==> src/rtl/pld_pkg.sv <==
package pld_pkg;

    // Pair of correction requests, active high inside the block.
    typedef struct packed {
        logic up;
        logic dn;
    } pump_t;

    // Saturating increment used by the run and period counters.
    function automatic int unsigned sat_step(input int unsigned v, input int unsigned cap);
        return (v >= cap) ? cap : v + 1;
    endfunction

endpackage

==> src/rtl/pld_edge_sync.sv <==
module pld_edge_sync #(
    parameter int STAGES = 2
) (
    input  logic clk,
    input  logic rst,
    input  logic din,
    output logic rise
);
    logic [STAGES-1:0] sh;

    always_ff @(posedge clk) begin
        if (rst) sh <= '0;
        else     sh <= {sh[STAGES-2:0], din};
    end

    // Rising edge on the last synchroniser stage pair.
    assign rise = sh[STAGES-2] & ~sh[STAGES-1];
endmodule

==> src/rtl/pld_pfd.sv <==
module pld_pfd
    import pld_pkg::*;
(
    input  logic  clk,
    input  logic  rst,
    input  pump_t hit,
    output pump_t act
);
    pump_t st;

    always_ff @(posedge clk) begin
        if (rst)                 st <= '0;
        else if (st.up && st.dn) st <= hit;              // one-cycle mutual release
        else                     st <= pump_t'(st | hit);
    end

    assign act = st;
endmodule

==> src/rtl/pld_lock_filter.sv <==
module pld_lock_filter
    import pld_pkg::*;
#(
    parameter int CNT_W      = 8,
    parameter int WIDE_LIMIT = 4
) (
    input  logic             clk,
    input  logic             rst,
    input  logic             ref_rise,
    input  logic             pump_any,
    input  logic [CNT_W-1:0] lock_periods,
    output logic             lock
);
    localparam int RUN_W   = $clog2(WIDE_LIMIT + 1);
    localparam int CNT_MAX = (1 << CNT_W) - 1;

    logic [RUN_W-1:0] run_cnt;
    logic [CNT_W-1:0] good_cnt;
    logic             over;

    assign over = pump_any && (int'(run_cnt) >= WIDE_LIMIT);

    always_ff @(posedge clk) begin
        if (rst)           run_cnt <= '0;
        else if (pump_any) run_cnt <= RUN_W'(sat_step(int'(run_cnt), WIDE_LIMIT));
        else               run_cnt <= '0;
    end

    always_ff @(posedge clk) begin
        if (rst)           good_cnt <= '0;
        else if (over)     good_cnt <= '0;
        else if (ref_rise) good_cnt <= CNT_W'(sat_step(int'(good_cnt), CNT_MAX));
    end

    assign lock = (lock_periods != '0) && (good_cnt >= lock_periods);
endmodule

==> src/rtl/phase_lock_detect.sv <==
module phase_lock_detect
    import pld_pkg::*;
#(
    parameter int CNT_W       = 8,
    parameter int WIDE_LIMIT  = 4,
    parameter int SYNC_STAGES = 2
) (
    input  logic             clk,
    input  logic             rst,
    input  logic             ref_div,
    input  logic             fb_div,
    input  logic [CNT_W-1:0] lock_periods,
    output logic             up_n,
    output logic             dn_n,
    output logic             pump_any,
    output logic             lock_ind
);
    logic [1:0] raw;
    logic [1:0] rise;
    pump_t      hit;
    pump_t      act;

    assign raw = {fb_div, ref_div};

    for (genvar g = 0; g < 2; g++) begin : g_sync
        pld_edge_sync #(.STAGES(SYNC_STAGES)) u_sync (
            .clk (clk),
            .rst (rst),
            .din (raw[g]),
            .rise(rise[g])
        );
    end

    assign hit.up = rise[0];
    assign hit.dn = rise[1];

    pld_pfd u_pfd (
        .clk(clk),
        .rst(rst),
        .hit(hit),
        .act(act)
    );

    assign up_n     = ~act.up;
    assign dn_n     = ~act.dn;
    assign pump_any = act.up | act.dn;

    pld_lock_filter #(.CNT_W(CNT_W), .WIDE_LIMIT(WIDE_LIMIT)) u_filt (
        .clk         (clk),
        .rst         (rst),
        .ref_rise    (rise[0]),
        .pump_any    (pump_any),
        .lock_periods(lock_periods),
        .lock        (lock_ind)
    );
endmodule

==> config.mk <==
export PLATFORM = sky130hd
export DESIGN_NAME = phase_lock_detect
export DESIGN_NICKNAME = d
export VERILOG_FILES = /design/src/rtl/pld_pkg.sv /design/src/rtl/pld_edge_sync.sv /design/src/rtl/pld_pfd.sv /design/src/rtl/pld_lock_filter.sv /design/src/rtl/phase_lock_detect.sv
export SDC_FILE = /design/constraint.sdc
export NUM_CORES = 1
export LEC_CHECK = 0
export ABC_AREA = 1
export BUFFER_PORTS_ARGS = -buffer_cell sky130_fd_sc_hd__clkbuf_2
export CORE_ASPECT_RATIO = 0.75
export CORE_MARGIN = 4
export CORE_UTILIZATION = 40
export DETAILED_ROUTE_END_ITERATION = 10
export GPL_TIMING_DRIVEN = 0
export PLACE_DENSITY = 0.71
export SYNTH_ARGS = -nofsm -noshare
export SYNTH_HDL_FRONTEND = slang
export SYNTH_HIERARCHICAL = 1
export SYNTH_SLANG_ARGS = --single-unit
==> constraint.sdc <==
create_clock -name clk -period 1.6 [get_ports clk]
set_input_delay 0.32 -clock clk [delete_from_list [all_inputs] [get_ports clk]]
set_output_delay 0.32 -clock clk [all_outputs]
set_load 0.005 [all_outputs]
==> results_dict.tcl, run 1 <==
set metrics [dict create \
    start_util_pct 42.2 \
    clock_latency_ns 0.28 \
    slew-limit-headroom_pct 81.3 \
    worst-slew-pin-transition_ns 0.280 \
    crit_type "reg2out" \
    yosys_warnings 6 \
    synth_nets 157 \
    power_density_nw_per_um2 611 \
    clkSinkCount 17 \
    pin_count 16 \
    ctsLongestPathBuffers 2 \
    drt_pre_antenna_iters 4 \
    final_core_util_pct 55.0 \
    highest_layer "met4" \
    detailroute.wirelength.met3_um 68 \
    hpwl_mm 1.41 \
    antenna_found_initial 0 \
    start_kind "flip-flop" \
    cp_top_family "flip-flops" \
    pre_cts_slack_ns -0.0942 \
    wl_met1_um 865 \
    violations "setup timing" \
    place_inst 183 \
    timing.hold.ws_ns 0.211 \
    htree_levels 1 \
    drc_errors 0 \
    fin_cells 192 \
    num_vias 903 \
    period_minus_slack_ns 1.79 \
    grt_pass1_wl_mm 3.43 \
    timing.final.crit_share_pct 112 \
    rows 15 \
    io_buffers 15 \
    n_fill_cell 219 \
    core_area_um2 2330 \
    grt_pass1_vias 867 \
    hold_buffers 0 \
    ys_types 23 \
    place.gp.congestion 0.751 \
    holdPathStages 3 \
    final_cell_mix "inv_1 (31), nand2_1 (21), clkbuf_2 (15), a21oi_1 (10), dfxtp_1 (9)" \
    skew_ns 0.00459 \
    die_w_um 65.2 \
    viasPerCell 4.70 \
    drt_iter0_drc 31 \
    dieArea_um2 3320 \
    crit_path_end_kind "output port" \
    ff2ff_path_depth 9 \
    n_antenna_cell 0 \
    path_buf_inv 2 \
    status "finished with violations" \
    die_h_um 50.9 \
    crit_path_max_fanout 2 \
    path_depth 8 \
    hold_viol_final 0 \
    wl_mm 2.06 \
    nNetsFinal 182 \
    grt_max_degree 10 \
    required_ns 1.28 \
    setup_viol 1 \
    ir_drop_mv 0.441 \
    cp_slowest_cell "dfxtp_2" \
    syn_inst 134 \
    ys_seq_area_share_pct 34.6 \
    routed-wl-met2_mm 1.11 \
    path_clk_slew_ns 0.09 \
    grt-ovfl-total 0 \
    synth.avg_cell_area_um2 7.33 \
    syn_area_um2 982 \
    drv_cap 0 \
    final_layout_size_suffix_gt1_share_pct 33.5 \
    hold_path.class "in2reg" \
    setup_slack_ns -0.186 \
    cp_slowest_stage_delay_ns 0.37 \
    grt_usage_pct 13.0 \
    ys_seq_elements 17 \
    syn2layout_area_growth_pct 30.3 \
    rsz0062_at_grt "true" \
    cp_common_cell "nor2_2" \
    p_leak_nw 0.659 \
    cp.arrival_ns 1.47 \
    layout_commonest_cell "inv_1" \
    cts-buffers-inserted 3 \
    final_max_slew_viol_count 0 \
    fmax_mhz 560 \
    avgRoutedWirePerCell_um 10.7 \
    crit_chain "ha_4, a21oi_2, nor2_2, nor2_2, nand3_1, nand2_1, inv_1, clkbuf_2" \
    cts_root_buf "clkbuf_4" \
    cts_tree "built" \
    ant_nets 0 \
]
-- Yosys cell counts --
library cell  count  area share, %
a21oi_1          11            5.6
mux2i_1           1            1.0
nor3_1            3            1.5
nand4_4           1            2.2
inv_1            33             13
nand3b_1          1           0.76
a31oi_1           1           0.64
o211a_1           1            1.0
nand4_1           3            1.9
nand3_1           4            2.0
nand2_2           2            1.3
nor4_1            2            1.3
nor2_4            1            1.1
xnor2_1           2            1.8
ha_1             11             14
a21o_1            1           0.76
nor2_2            1           0.64
nor2_1           11            4.2
xor2_1            1           0.89
dfxtp_1          17             35
o21ai_0           1           0.51
inv_2             2           0.76
nand2_1          23            8.8
-- final timing paths --
check / slack, ns / endpoint / from
min reg2reg: 0.44 / g_sync[1].u_sync/sh[1] / g_sync[1].u_sync/sh[0]
max reg2reg: 0.22 / u_filt/good_cnt[7] / g_sync[0].u_sync/sh[0]
min: 0.21 / g_sync[0].u_sync/sh[0] / ref_div
max: -0.19 / lock_ind / u_filt/good_cnt[5]
-- final cells by class --
cell class              instances  area, µm²  area share [%]
repair buffers                 20        113            8.80
flip-flops and latches         17        353            27.6
well taps                      34       42.5            3.32
inverters                      35        131            10.3
multi-input cells              82        614            48.0
clock buffers                   4       26.3            2.05
-- per-layer routing --
| metal | up-vias | GRT usage [%] |
|---|---|---|
| li1 | 470 | - |
| met1 | 412 | 14.6 |
| met2 | 19 | 24.4 |
| met3 | 2 | 3.30 |
| met4 | 0 | 3.10 |
| met5 | - | 0 |
-- cells by family (layout without fill, tap and decap cells) --
family | Yosys count | in the layout | share of synthesized area [%]
AOI/OAI and AO/OA | 15 | 15 | 8.53
xor gates and xnor gates | 3 | 3 | 2.68
adders and majority gates | 11 | 11 | 14.0
buffers and inverters | 35 | 59 | 13.4
DFF | 17 | 17 | 34.7
muxes | 1 | 1 | 1.02
and+or+nand+nor | 52 | 52 | 25.7
-- what timing repair did --
action | in CTS | in global routing
pin swaps | 6 | 5
endpoints found under the setup margin | 1 | 3
setup buffers | 3 | 2
gates resized for setup | 13 | 13
-- tightest hold or removal path, stage by stage --
cell and delay (ns):
clkbuf_2 0.08, inv_1 0.04, nor2_1 0.03
-- stage by stage --
step / setup TNS (ns) / cell area, µm² / total power [mW]
detailed placement: -0.0942 / 1100 / 0.547
global route: -0.246 / 1280 / 0.828
global placement: -0.0642 / 1100 / 0.540
finish: -0.186 / 1280 / 0.783
CTS: -0.172 / 1190 / 0.771
floorplan: 0 / 982 / 0.509
-- report_power, final --
part / total (mW) / switching [mW] / leakage, nW / internal, mW
registers: 0.445 / 0.00954 / 0.143 / 0.436
logic: 0.115 / 0.0628 / 0.501 / 0.0527
clock network: 0.222 / 0.125 / 0.0150 / 0.0968
total: 0.783 / 0.198 / 0.659 / 0.585
-- sequential cells by signal (all words and copies together) (netlist names) --
register and count:
u_filt/run_cnt 3, u_filt/good_cnt 8, u_pfd/act 2, g_sync.u_sync/sh 4
(Power assumes the default switching activity.)
==> run 2, diff against run 1 <==
- CORE_UTILIZATION: 40 -> 48
- PLACE_DENSITY: 0.71 -> 0.81
- REMOVE_ABC_BUFFERS: default -> 1
==> run 2 against run 1 <==
  * The flow still finishes with violations (setup timing)
  * Global-route usage is 4.3 points higher
  * Sequential power hardly changed
  * Total power is 0.13% higher
  * Critical path depth is 1 lower
  * Clock skew is 0.0063 ns higher
  * Core utilization is 15 points higher
  * Register-to-register slack hardly changed
  * Flip-flop and latch count stayed put
  * Die area is 14% lower
  * Via count is 3.2% higher
==> results_dict.tcl, run 2 (synthesized netlist as in run 1, its figures left out) <==
set metrics [dict create \
    antenna_found_initial 0 \
    switchingPower_mw 0.206 \
    power_frac_comb_pct 14.6 \
    rsz0062_at_grt "true" \
    drt_pre_antenna_iters 4 \
    clock_power_share_pct 29.0 \
    n_fill_cell 143 \
    hold_viol_final 0 \
    hold_path.class "in2reg" \
    ir_drop_mv 0.722 \
    required_ns 1.28 \
    io_buffers 15 \
    dieArea_um2 2840 \
    drv_cap 0 \
    place_area_um2 1080 \
    power.total_mw 0.784 \
    r2r_start "g_sync[0].u_sync/sh[0]" \
    die_w_um 60.2 \
    final_layout_size_suffix_gt1_share_pct 33.8 \
    fmax_mhz 549 \
    violations "setup timing" \
    grt_usage_pct 17.3 \
    drt_iter0_drc 19 \
    die_h_um 47.2 \
    cts_tree "built" \
    rows 13 \
    clock_latency_ns 0.29 \
    place.gp.congestion 0.771 \
    largest_register_ff_count 8 \
    setup_slack_ns -0.220 \
    hp-start "ref_div" \
    p_leak_nw 0.676 \
    cts_root_buf "clkbuf_4" \
    grt-ovfl-total 0 \
    final_cell_mix "inv_1 (33), nand2_1 (21), clkbuf_2 (15), a21oi_1 (10), dfxtp_1 (9)" \
    top_regs "u_filt/good_cnt x8, g_sync.u_sync/sh x4, u_filt/run_cnt x3" \
    n_antenna_cell 0 \
    cp.arrival_ns 1.50 \
    hpwl_mm 1.54 \
    grt_max_degree 11 \
    top_register "u_filt/good_cnt" \
    grt_pass1_vias 861 \
    grt_pass1_wl_mm 3.59 \
    crit_path_max_fanout 2 \
    path_clk_slew_ns 0.10 \
    worst-slew-pin-transition_ns 0.296 \
    pre_cts_slack_ns -0.140 \
    syn2layout_area_growth_pct 31.5 \
    multi_input_area_um2 619 \
    crit_type "reg2out" \
    crit_path_end_kind "output port" \
    skew_ns 0.0109 \
    cts-buffers-inserted 3 \
    ant_nets 0 \
    period_minus_slack_ns 1.82 \
    wl_mm 2.25 \
    nNetsFinal 184 \
    fin_area_um2 1290 \
    pin_count 16 \
    critPathLaunch "u_filt/good_cnt[7]" \
    num_vias 932 \
    ctsLongestPathBuffers 2 \
    slew-limit-headroom_pct 80.3 \
    timing.final.crit_share_pct 114 \
    setup_viol 1 \
    htree_levels 1 \
    timing.hold.ws_ns 0.210 \
    avgRoutedWirePerCell_um 12.3 \
    p_int_mw 0.578 \
    start_util_pct 53.4 \
    switching_share_pct 26.3 \
    core_area_um2 1840 \
    register_area_um2 358 \
    seqPwrFrac_pct 56.4 \
    layout_commonest_cell "inv_1" \
    drc_errors 0 \
    power_density_nw_per_um2 607 \
    start_kind "flip-flop" \
    viasPerCell 5.12 \
    clkSinkCount 17 \
    final_max_slew_viol_count 0 \
    status "finished with violations" \
]
-- run 2: cell count changes in the layout (fill, tap and decap cells not counted), sizes merged --
cell    delta
clkbuf     -1
clkinv     +1
buf        +2
-- run 2: critical path, cell delays in order, from the launching register on --
cell and delay [ns]:
dfxtp_4 0.37, ha_4 0.23, a21o_1 0.18, nor2_2 0.13
nand3_1 0.09, nand2_1 0.07, inv_1 0.04, clkbuf_2 0.10
-- run 2: final cells by class --
cell class | count | share of cell area [%]
Timing Repair Buffer | 22 | 9.88
Tap cell | 22 | 2.13
Clock inverter | 1 | 0.388
Clock buffer | 3 | 1.74
Sequential cell | 17 | 27.7
Multi-Input combinational cell | 82 | 48.0
Inverter | 35 | 10.2
-- run 2: final timing paths --
| kind | endpoint | slack [ns] | cells after the start |
|---|---|---|---|
| min reg2reg | g_sync[1].u_sync/sh[1] | 0.44 | 2 |
| min | g_sync[0].u_sync/sh[0] | 0.21 | 3 |
| max reg2reg | u_filt/good_cnt[7] | 0.21 | 9 |
| max | lock_ind | -0.22 | 7 |
-- run 2: per-stage QoR --
step           setup TNS, ns  cells  utilization (%)
2_1_floorplan              0    134                -
3_3_place_gp         -0.0740    171             59.0
3_5_place_dp          -0.140    171             59.0
4_1_cts               -0.196    180             66.4
5_1_grt               -0.310    182             70.3
6_report              -0.220    182             70.3
-- run 2: per-layer routing --
layer / global-route usage, % / routed length (µm) / up-vias
li1: - / - / 475
met1: 19.4 / 903 / 415
met2: 32.1 / 1170 / 34
met3: 4.40 / 121 / 8
met4: 6.19 / 55 / 0
met5: 0 / 0 / -
-- run 2: power groups by stage --
stage	Combinational (mW)	Clock, mW	Sequential (mW)
floorplan	0.0551	0	0.454
global placement	0.0846	0	0.456
detailed placement	0.0894	0	0.456
CTS	0.102	0.235	0.445
global route	0.131	0.253	0.445
finish	0.114	0.227	0.442
-- run 2: what timing repair did --
action                     CTS  global route
pin swaps                    4             2
setup endpoints to repair    1             5
hold buffers                 0             0
resized for setup           18             9
setup buffers                5             2
